==> src/rtl/rtc_pint_pkg.sv <==
package rtc_pint_pkg;

    typedef enum logic [2:0] {
        MD_OFF  = 3'b000,
        MD_LOW  = 3'b001,
        MD_P2HZ = 3'b010,
        MD_P1HZ = 3'b011,
        MD_LSEC = 3'b100,
        MD_LMIN = 3'b101,
        MD_LHR  = 3'b110,
        MD_LMON = 3'b111
    } pint_mode_e;

    typedef enum logic [2:0] {
        ST_IDLE,
        ST_HOLD,
        ST_PULSE,
        ST_ARMED,
        ST_FIRED
    } pint_state_e;

    localparam pint_mode_e RST_MODE = MD_P2HZ;

    function automatic pint_state_e entry_state(input pint_mode_e md);
        pint_state_e s;
        unique case (md)
            MD_OFF:           s = ST_IDLE;
            MD_LOW:           s = ST_HOLD;
            MD_P2HZ, MD_P1HZ: s = ST_PULSE;
            default:          s = ST_ARMED;
        endcase
        return s;
    endfunction

endpackage

==> src/rtl/rtc_pint_div.sv <==
module rtc_pint_div #(
    parameter int DIV_W   = 15,
    parameter int INC_DLY = 3
) (
    input  logic clk,
    input  logic rst_n,
    input  logic tick_en,
    input  logic sec_wr,
    output logic half_ph,
    output logic sec_ph,
    output logic sec_inc
);
    localparam int DLY_W = $clog2(INC_DLY + 1);

    logic [DIV_W-1:0] cnt_q;
    logic [DLY_W-1:0] dly_q;
    logic             inc_q;
    logic             wrap;

    assign wrap = &cnt_q;

    always_ff @(posedge clk or negedge rst_n) begin
        if (!rst_n) begin
            cnt_q <= '0;
            dly_q <= '0;
            inc_q <= 1'b0;
        end else if (sec_wr) begin
            cnt_q <= '0;
            dly_q <= '0;
            inc_q <= 1'b0;
        end else begin
            inc_q <= tick_en && (dly_q == DLY_W'(1));
            if (tick_en) begin
                cnt_q <= cnt_q + 1'b1;
                if (wrap)
                    dly_q <= DLY_W'(INC_DLY);
                else if (dly_q != '0)
                    dly_q <= dly_q - 1'b1;
            end
        end
    end

    assign half_ph = cnt_q[DIV_W-2];
    assign sec_ph  = cnt_q[DIV_W-1];
    assign sec_inc = inc_q;
endmodule

==> src/rtl/rtc_pint_ctl.sv <==
module rtc_pint_ctl
    import rtc_pint_pkg::*;
(
    input  logic       clk,
    input  logic       rst_n,
    input  logic       mode_wr,
    input  logic [2:0] mode_wdata,
    input  logic       flag_clr,
    input  logic       sec_inc,
    input  logic       min_roll,
    input  logic       hour_roll,
    input  logic       month_roll,
    input  logic       half_ph,
    input  logic       sec_ph,
    output logic       int_n,
    output logic       int_flag,
    output logic [2:0] mode_q
);
    pint_mode_e  mode_r;
    pint_state_e state_q, state_d;
    logic        ev;

    always_comb begin
        unique case (mode_r)
            MD_LSEC: ev = sec_inc;
            MD_LMIN: ev = sec_inc && min_roll;
            MD_LHR:  ev = sec_inc && hour_roll;
            MD_LMON: ev = sec_inc && month_roll;
            default: ev = 1'b0;
        endcase
    end

    // next state: MODE_LOAD, EVENT_HIT, HOST_CLEAR
    always_comb begin
        state_d = state_q;
        if (mode_wr) begin
            state_d = entry_state(pint_mode_e'(mode_wdata));
        end else begin
            unique case (state_q)
                ST_ARMED: if (ev) state_d = ST_FIRED;
                ST_FIRED: if (flag_clr && !ev) state_d = ST_ARMED;
                default:  state_d = state_q;
            endcase
        end
    end

    always_ff @(posedge clk or negedge rst_n) begin
        if (!rst_n) begin
            state_q <= ST_PULSE;
            mode_r  <= RST_MODE;
        end else begin
            state_q <= state_d;
            if (mode_wr)
                mode_r <= pint_mode_e'(mode_wdata);
        end
    end

    always_comb begin
        unique case (state_q)
            ST_IDLE:  begin int_n = 1'b1; int_flag = 1'b0; end
            ST_HOLD:  begin int_n = 1'b0; int_flag = 1'b0; end
            ST_PULSE: begin
                int_n    = (mode_r == MD_P1HZ) ? sec_ph : half_ph;
                int_flag = !int_n;
            end
            ST_ARMED: begin int_n = 1'b1; int_flag = 1'b0; end
            ST_FIRED: begin int_n = 1'b0; int_flag = 1'b1; end
            default:  begin int_n = 1'b1; int_flag = 1'b0; end
        endcase
    end

    assign mode_q = mode_r;
endmodule

==> src/rtl/rtc_pint_gen.sv <==
module rtc_pint_gen #(
    parameter int DIV_W   = 15,
    parameter int INC_DLY = 3
) (
    input  logic       clk,
    input  logic       rst_n,
    input  logic       tick_en,
    input  logic       mode_wr,
    input  logic [2:0] mode_wdata,
    input  logic       flag_clr,
    input  logic       sec_wr,
    input  logic       min_roll,
    input  logic       hour_roll,
    input  logic       month_roll,
    output logic       int_n,
    output logic       int_flag,
    output logic       sec_inc
);
    logic       half_ph;
    logic       sec_ph;
    logic [2:0] mode_q;

    rtc_pint_div #(.DIV_W(DIV_W), .INC_DLY(INC_DLY)) u_div (
        .clk     (clk),
        .rst_n   (rst_n),
        .tick_en (tick_en),
        .sec_wr  (sec_wr),
        .half_ph (half_ph),
        .sec_ph  (sec_ph),
        .sec_inc (sec_inc)
    );

    rtc_pint_ctl u_ctl (
        .clk        (clk),
        .rst_n      (rst_n),
        .mode_wr    (mode_wr),
        .mode_wdata (mode_wdata),
        .flag_clr   (flag_clr),
        .sec_inc    (sec_inc),
        .min_roll   (min_roll),
        .hour_roll  (hour_roll),
        .month_roll (month_roll),
        .half_ph    (half_ph),
        .sec_ph     (sec_ph),
        .int_n      (int_n),
        .int_flag   (int_flag),
        .mode_q     (mode_q)
    );
endmodule

==> config.mk <==
export PLATFORM = sky130hd
export DESIGN_NAME = rtc_pint_gen
export DESIGN_NICKNAME = d
export VERILOG_FILES = /design/src/rtl/rtc_pint_pkg.sv /design/src/rtl/rtc_pint_div.sv /design/src/rtl/rtc_pint_ctl.sv /design/src/rtl/rtc_pint_gen.sv
export SDC_FILE = /design/constraint.sdc
export NUM_CORES = 1
export LEC_CHECK = 0
export ABC_AREA = 1
export BUFFER_PORTS_ARGS = -buffer_cell sky130_fd_sc_hd__buf_2
export CAP_MARGIN = 5
export CORE_UTILIZATION = 25
export CTS_BUF_LIST = sky130_fd_sc_hd__clkbuf_16
export CTS_CLUSTER_DIAMETER = 60
export DETAILED_ROUTE_END_ITERATION = 10
export GPL_ROUTABILITY_DRIVEN = 0
export GPL_TIMING_DRIVEN = 0
export PLACE_DENSITY_LB_ADDON = 0.05
export SLEW_MARGIN = 15
export SYNTH_ARGS = -nofsm -noshare
export SYNTH_HDL_FRONTEND = slang
export SYNTH_SLANG_ARGS = --single-unit
==> constraint.sdc <==
create_clock -name clk -period 1.2 [get_ports clk]
set_input_delay 0.12 -clock clk [delete_from_list [all_inputs] [get_ports clk]]
set_output_delay 0.12 -clock clk [all_outputs]
set_load 0.1 [all_outputs]
== Word-level counts from Yosys, hierarchy flattened ==
Cells that the tools add are included.

* Bits in registers: 24
* Input port bits: 12

* Add/subtract/negate cells: 2
* Equal/unequal tests: 15
* Muxes and demuxes: 16
* Reductions and logical operators: 17

{| class="wikitable"
|+ Operators with widths
! kind !! count
|-
| $mux 15 || 2
|-
| $add 15x1->15 const B || 1
|-
| $eq 3x2->1 const B || 5
|-
| $eq 3x3->1 const B || 5
|-
| $reduce_and 15->1 || 1
|-
| $mux 3 || 3
|-
| $mux 2 || 4
|-
| $eq 3x1->1 const B || 2
|-
| $ne 3x2->1 const B || 2
|-
| $pmux 2 s3 || 1
|-
| $pmux 3 s2 || 1
|-
| $reduce_bool 3->1 || 2
|-
| $logic_and 1x1->1 || 5
|-
| $pmux 1 s2 || 2
|-
| $pmux 1 s4 || 1
|-
| $reduce_bool 2->1 || 2
|-
| $reduce_or 2->1 || 2
|-
| $logic_not 3->1 || 1
|-
| $reduce_and 3->1 || 1
|-
| $eq 2x1->1 const B || 1
|-
| $logic_not 1->1 || 2
|-
| $mux 1 || 2
|-
| $reduce_and 2->1 || 1
|-
| $sub 2x1->2 const B || 1
|}

== Longest topological paths before layout ==
Gate-level depths: netlist of the first run.

* Depth after elaboration: 7
* Depth in mapped cells: 9
* Mapped depth without buffers: 9

== Hierarchy ==
From an unflattened synthesis of the first run, not the netlist that was laid out.

* Cells, all modules: 198
* Area, all modules: 1456.4 µm²

{| class="wikitable"
|+ Modules (own cells, without submodules)
! module !! times used !! cells an instance !! area an instance (µm²)
|-
| rtc_pint_div || 1 || 138 || 1037.2
|-
| rtc_pint_ctl || 1 || 60 || 419.2
|}

== Worst setup path before layout of the first run ==
No wires, ideal clock.

* Kind: reg-to-output
* Start point: register u_ctl.mode_r[1], in the netlist u_ctl.mode_q[1]
* End point: output int_n
* Arrival time: 2.848 ns
* Data required time: 1.080 ns
* Setup slack: -1.768 ns
* Cell stages (with the launch flop): 5
* Path buffers: 0
* Cells stage by stage: dfstp_2 -> nand3_1 -> o211ai_1 -> nand2_1 -> nor2_1

* Cells in the longest elaborated chain, start to end: 3

{| class="wikitable"
|+ Ends and longest elaborated chain
! item !! RTL line !! source
|-
| from (decl) || rtc_pint_ctl.sv:19 || <nowiki>pint_mode_e mode_r;</nowiki>
|-
| from (signal assigned) || rtc_pint_ctl.sv:54 || <nowiki>mode_r <= pint_mode_e'(mode_wdata);</nowiki>
|-
| $eq 3x2->1 || rtc_pint_ctl.sv:63 || <nowiki>int_n = (mode_r == MD_P1HZ) ? sec_ph : half_ph;</nowiki>
|-
| $mux 1 || rtc_pint_ctl.sv:63 ||
|-
| $pmux 1 s2 || rtc_pint_ctl.sv:59 || <nowiki>unique case (state_q)</nowiki>
|-
| to (decl) || rtc_pint_gen.sv:15 || <nowiki>output logic int_n,</nowiki>
|}

Every way passes these cells.

== Final worst setup path of the first run ==
Ends and elaborated chain as after synthesis.

==> qor.txt, run 1 <==
Most frequent cells in the layout -> nand2_1 (37), inv_1 (20), dfrtp_1 (20)
Starting DRT DRC Count -> 43
FF-to-FF path depth -> 7
CP Class -> reg -> out
Main combinational cell family by area after synthesis -> simple AND/OR/NAND/NOR gates
CP Cell Sequence -> nand3_2 -> o211ai_1 -> nand2_4 -> nor2_4 -> buf_12
Layout cells sized above 1 -> 0.3775
First-pass GRT wire length -> 5637 um
Final #Nets -> 220
Synth warn -> 0
Starting utilization of the core area -> 0.2588
Number of synthesized flops with an enable pin -> 0
Dpl ws -> -0.4528 ns
XOR/XNOR share of the synthesized area -> 0.006184
Chip width -> 77.27 um
Commonest non-fill, non-tap cell in the layout -> nand2_1
Cell area after synthesis -> 1416 um2
Pwr dens -> 1452 nW/um2
Sink Count -> 24
Simple-Gate Fraction of Synth Area -> 0.3905
All-Layer GR Usage -> 0.1211
Min Hold Slack -> 0.1047 ns
Finished Layout Cells -> 276
Top FF cell, synth -> dfrtp_1
Routed wire length -> 3302 um
Net Count, Synth -> 189
Yosys reg bits -> 24
Synth top area cells -> dfrtp_1 (39%), nand2_1 (11%), inv_1 (5.0%)
Post-route DRC -> 0
Row count -> 27
Failing checks -> setup timing
Max-slew headroom -> 0.6025
Fillers -> 579
Final Cell Area -> 1914 um2
WL/cell -> 11.96 um
Crit-path max cell delay -> 0.56 ns
Pint -> 1.703 mW
Mux contribution to synthesized area -> 0
Detailed Place HPWL -> 2395 um
RSZ-0062 raised after global routing -> true
Post-Syn Area per Cell -> 8.140 um2
Slew Viols, Final -> 0
Boundary Pins -> 15
Worst vdd ir -> 0.7298 mV
Final TNS setup -> -2.456 ns
Worst-path clk slew -> 0.07 ns
Clk buf depth -> 2
Post-synth top area cell -> dfrtp_1
Clock Latency Late Sink -> 0.26 ns
Sequential power share -> 0.359
Ant. Diodes -> 0
Die height -> 77.27 um
Arr. time, crit path -> 1.57 ns
Fin. Hold Viols -> 0
Required time of the critical path -> 1.08 ns
Vias in the first global route -> 1,214
Antenna Nets Post-Route -> 0
FMAX -> 0.5927 GHz
Comb pwr share -> 0.369
Final Util -> 0.3498
FF+latch area -> 608.1 um2
Worst Tran Pin Value -> 0.5962 ns
Critical-path top delay cell -> dfstp_2
HP Class -> in -> reg
Setup slack after layout -> -0.4872 ns
Mapped Cells -> 174
Tot Pwr -> 2.779 mW
Placed inst area -> 1642 um2
Final Cycle Share -> 1.406
Peak fanout along the critical path -> 2
# placed instances -> 260
CTS Root Cell -> clkbuf_16
Drt via density -> 4.388
Total Die Area -> 5971 um2
Worst setup SP type -> register
Crit path capture type -> output port
WHS Path Cells -> 3
Multi-input logic area -> 854.6 um2
Largest net degree at the start of global routing -> 25
Static leakage -> 0.9024 nW
CTS tree -> done
Via count -> 1,211
R2R setup slack -> -0.19 ns
NetSw -> 1.076 mW
Post-Synth Adder-Cell Area -> 0.02650
Outcome -> complete, but fails checks
Pre-antenna DRT Iters -> 4
H-tree depth -> 1
Yosys top cell area share -> 0.3887
Post-synthesis compound-gate area fraction -> 0.09099
Synth cell types -> 30
# setup viols final -> 16
Seq/Total Area, Yosys -> 0.4258
TritonCTS Buffers -> 3
Final min period -> 1.687 ns
Clock power frac -> 0.272
Core footprint -> 5473 um2
Async SR Flop Fraction -> 1.000
Antenna violations before repair -> 0
Maxcap violations -> 0
Sw Share -> 0.3872
Clock skew -> 0.001738 ns
Grt total ovfl -> 0
Layout area overhead -> 35.16%
Port Buffer Count -> 14
[layout make-up]
class,instances,area share
Buffer,1,0.002614
Timing Repair Buffer,26,0.1033
Sequential cell,24,0.3176
Multi-Input combinational cell,129,0.4464
Tap cell,72,0.04706
Clock buffer,3,0.03922
Inverter,20,0.04183
Clock inverter,1,0.001961
[flip-flops by register name (all words and copies together), names as in the netlist]
| name | flops |
|---|---|
| u_div.cnt_q | 15 |
| u_ctl.mode_q | 3 |
| u_ctl.state_q | 3 |
| u_div.dly_q | 2 |
| u_div.sec_inc | 1 |
[kinds of logic (layout without fill, tap and decap cells)]
kind of cell	after synthesis	after routing
AND/OR/NAND/NOR	102	102
flip-flops	24	24
AO/OA/AOI/OAI	23	23
buffers and inverters	21	51
adder cells (fa/ha/maj)	3	3
XOR/XNOR	1	1
[path summary, 6_finish.rpt]
check,start,end
max,u_ctl.mode_q[1],int_n
max in group asynchronous,rst_n,u_div.sec_inc
min in group asynchronous,rst_n,u_div.cnt_q[9]
max reg2reg,u_div.cnt_q[1],u_div.cnt_q[14]
min reg2reg,u_ctl.state_q[1],u_ctl.state_q[1]
min,mode_wdata[0],u_ctl.mode_q[0]
[power groups by stage]
| stage | Sequential (mW) | Combinational, mW | Clock [mW] |
|---|---|---|---|
| after floorplan | 1.01 | 0.670 | 0 |
| after global placement | 1.00 | 0.847 | 0 |
| after detailed placement | 1.00 | 0.858 | 0 |
| after CTS | 0.997 | 0.998 | 0.791 |
| after global routing | 1.01 | 1.11 | 0.817 |
| final | 0.998 | 1.03 | 0.756 |
[routing by layer]
metal | track usage | part of all wire | vias to the layer above
met5 | 0 | 0 | -
met4 | 0.02830 | 0.0076 | 0
met3 | 0.02857 | 0.018 | 4
met2 | 0.2080 | 0.49 | 6
met1 | 0.1517 | 0.48 | 574
li1 | - | - | 627
[critical path: cells and delay by family, from the launching register on]
family | cells | cell delay, ns
simple gates | 3 | 0.30
buf+inv | 1 | 0.18
compound gates | 1 | 0.28
flops | 1 | 0.56
[timing repair]
action,4_1_cts,5_1_grt
endpoints found under the hold margin,22,0
pin swaps,11,14
hold buffers,1,0
gates resized for setup,21,7
setup endpoints to repair,16,18
buffers inserted,4,7
[cells in the mapped netlist (3+ instances only)]
cell type / count
a21oi_1: 8
dfrtp_1: 22
ha_1: 3
inv_1: 19
nand2_1: 42
nand2_2: 3
nand3_1: 13
nand4_1: 3
nor2_1: 18
nor2_2: 4
nor2_4: 4
nor3_1: 4
o21ai_0: 6
o21ai_1: 4
No activity file was read; power rests on OpenSTA's default activity.
==> inputs of run 2 (changes only) <==
--- a/config.mk
+++ b/config.mk
@@ -8,7 +8,7 @@
 export ABC_AREA = 1
 export BUFFER_PORTS_ARGS = -buffer_cell sky130_fd_sc_hd__buf_2
 export CAP_MARGIN = 5
-export CORE_UTILIZATION = 25
+export CORE_UTILIZATION = 35
 export CTS_BUF_LIST = sky130_fd_sc_hd__clkbuf_16
 export CTS_CLUSTER_DIAMETER = 60
 export DETAILED_ROUTE_END_ITERATION = 10
==> run 2 against run 1 <==
The flow still finishes with violations (setup timing). First-iteration DRC count grew 30%. Clock power shrank 4.4%. Die area shrank 28%. Sequential power shrank 0.6%. Global-route usage grew 4.3 points. Via count grew 1.2%. Largest cell class unchanged.
==> qor.txt, run 2 (synthesis results as in run 1) <==
Ant. Diodes -> 0
Worst setup SP type -> register
WL/cell -> 12.00 um
Layout cells sized above 1 -> 0.4507
Placed inst area -> 1612 um2
CP Class -> reg -> out
RSZ-0062 raised after global routing -> true
Slew Viols, Final -> 0
Grt total ovfl -> 0
Static leakage -> 0.9689 nW
Chip width -> 65.62 um
Crit path capture type -> output port
Antenna violations before repair -> 0
CTS Root Cell -> clkbuf_16
CTS tree -> done
Drt via density -> 4.693
Clock Latency Late Sink -> 0.26 ns
Detailed Place HPWL -> 2202 um
# placed instances -> 236
Commonest non-fill, non-tap cell in the layout -> nand2_1
Starting utilization of the core area -> 0.3756
Required time of the critical path -> 1.08 ns
Final Cycle Share -> 1.369
Peak fanout along the critical path -> 2
Routed wire length -> 3133 um
Starting DRT DRC Count -> 56
Largest register FFs -> 15
Core footprint -> 3771 um2
Worst vdd ir -> 0.9979 mV
H-tree depth -> 1
Final #Nets -> 229
Via count -> 1,225
HP Class -> in -> reg
# setup viols final -> 15
Max-slew headroom -> 0.6262
Pwr dens -> 1391 nW/um2
Sink Count -> 24
Final min period -> 1.643 ns
Most frequent cells in the layout -> nand2_1 (34), inv_1 (19), buf_4 (18)
Fin. Hold Viols -> 0
Tot Pwr -> 2.787 mW
Boundary Pins -> 15
Die height -> 65.62 um
Clk buf depth -> 2
Biggest register -> u_div.cnt_q
Worst Tran Pin Value -> 0.5607 ns
Clock skew -> 0.002698 ns
Total Die Area -> 4305 um2
Antenna Nets Post-Route -> 0
Finished Layout Cells -> 261
Setup slack after layout -> -0.4427 ns
Largest net degree at the start of global routing -> 25
Row count -> 22
Failing checks -> setup timing
First-pass GRT wire length -> 5250 um
All-Layer GR Usage -> 0.1636
Outcome -> complete, but fails checks
Fillers -> 347
Pre-antenna DRT Iters -> 4
TritonCTS Buffers -> 3
Arr. time, crit path -> 1.52 ns
Final Cell Area -> 2003 um2
Maxcap violations -> 0
Worst-path clk slew -> 0.06 ns
Vias in the first global route -> 1,139
FMAX -> 0.6087 GHz
Post-route DRC -> 0
Layout area overhead -> 41.43%
Port Buffer Count -> 14
-- run 2: cell types whose count changed in the layout (fill, tap and decap cells not counted), moves of 2 or more --
cell     delta
dfrtp_2     +3
dfrtp_1     -3
a21oi_1     -3
buf_4       +8
nand2_2     +2
a21oi_2     +3
nand2_1     -3
o21ai_2     -2
-- run 2: timing repair --
| item | 4_1_cts | 5_1_grt |
|---|---|---|
| endpoints found under the hold margin | 22 | 0 |
| pin swaps | 15 | 19 |
| endpoints found under the setup margin | 17 | 18 |
| gates resized for setup | 21 | 21 |
| hold buffers | 1 | 0 |
| buffers inserted | 9 | 11 |
-- run 2: layout make-up --
cell class                 instances  area [um2]  share of cell area
multi-input combinational        129       898.4              0.4485
sequential                        24       611.8              0.3054
timing repair buffer              35       269.0              0.1343
inverter                          20       80.08             0.03998
clock buffer                       3       75.07             0.03748
tap                               48       60.06             0.02998
buffer                             1       5.005            0.002498
clock inverter                     1       3.754            0.001874
-- run 2: power breakdown --
group	total, mW	internal, mW	switching (mW)
combinational	1.07	0.376	0.696
sequential	0.992	0.904	0.0881
clock	0.723	0.445	0.277
-- run 2: final timing paths --
check                      cells past startpoint  slack, ns             start          endpoint
setup / recovery                               5      -0.44   u_ctl.mode_q[1]             int_n
hold / removal                                 3       0.12     mode_wdata[1]   u_ctl.mode_q[1]
setup reg to reg                               8      -0.13   u_ctl.mode_q[1]  u_ctl.state_q[0]
hold reg to reg                                2       0.50  u_ctl.state_q[1]  u_ctl.state_q[1]
max in group asynchronous                      2       0.40             rst_n     u_div.sec_inc
min in group asynchronous                      2       0.38             rst_n    u_div.cnt_q[7]
-- run 2: critical path, stage by stage, from the launching register on --
cell and delay [ns]:
dfstp_2 0.53, nand3_2 0.08, o211ai_1 0.26, nand2_4 0.10, nor2_4 0.11, buf_12 0.18
-- run 2: stage by stage --
stage / hold slack [ns] / setup TNS, ns / setup slack (ns) / utilization
2_1_floorplan: -0.1756 / -0.8475 / -0.5825 / -
3_3_place_gp: 0.1359 / -1.737 / -0.4153 / 0.4273
3_5_place_dp: 0.1422 / -2.084 / -0.4078 / 0.4273
4_1_cts: 0.1045 / -2.022 / -0.4541 / 0.4891
5_1_grt: 0.1465 / -2.917 / -0.5232 / 0.5312
6_report: 0.1172 / -1.595 / -0.4427 / 0.5312
-- run 2: metal layers --
layer,vias up,wire length (um),GRT usage
li1,649,-,-
met1,559,1629,0.2270
met2,13,1387,0.2474
met3,4,90,0.04167
met4,0,26,0.04891
met5,-,0,0
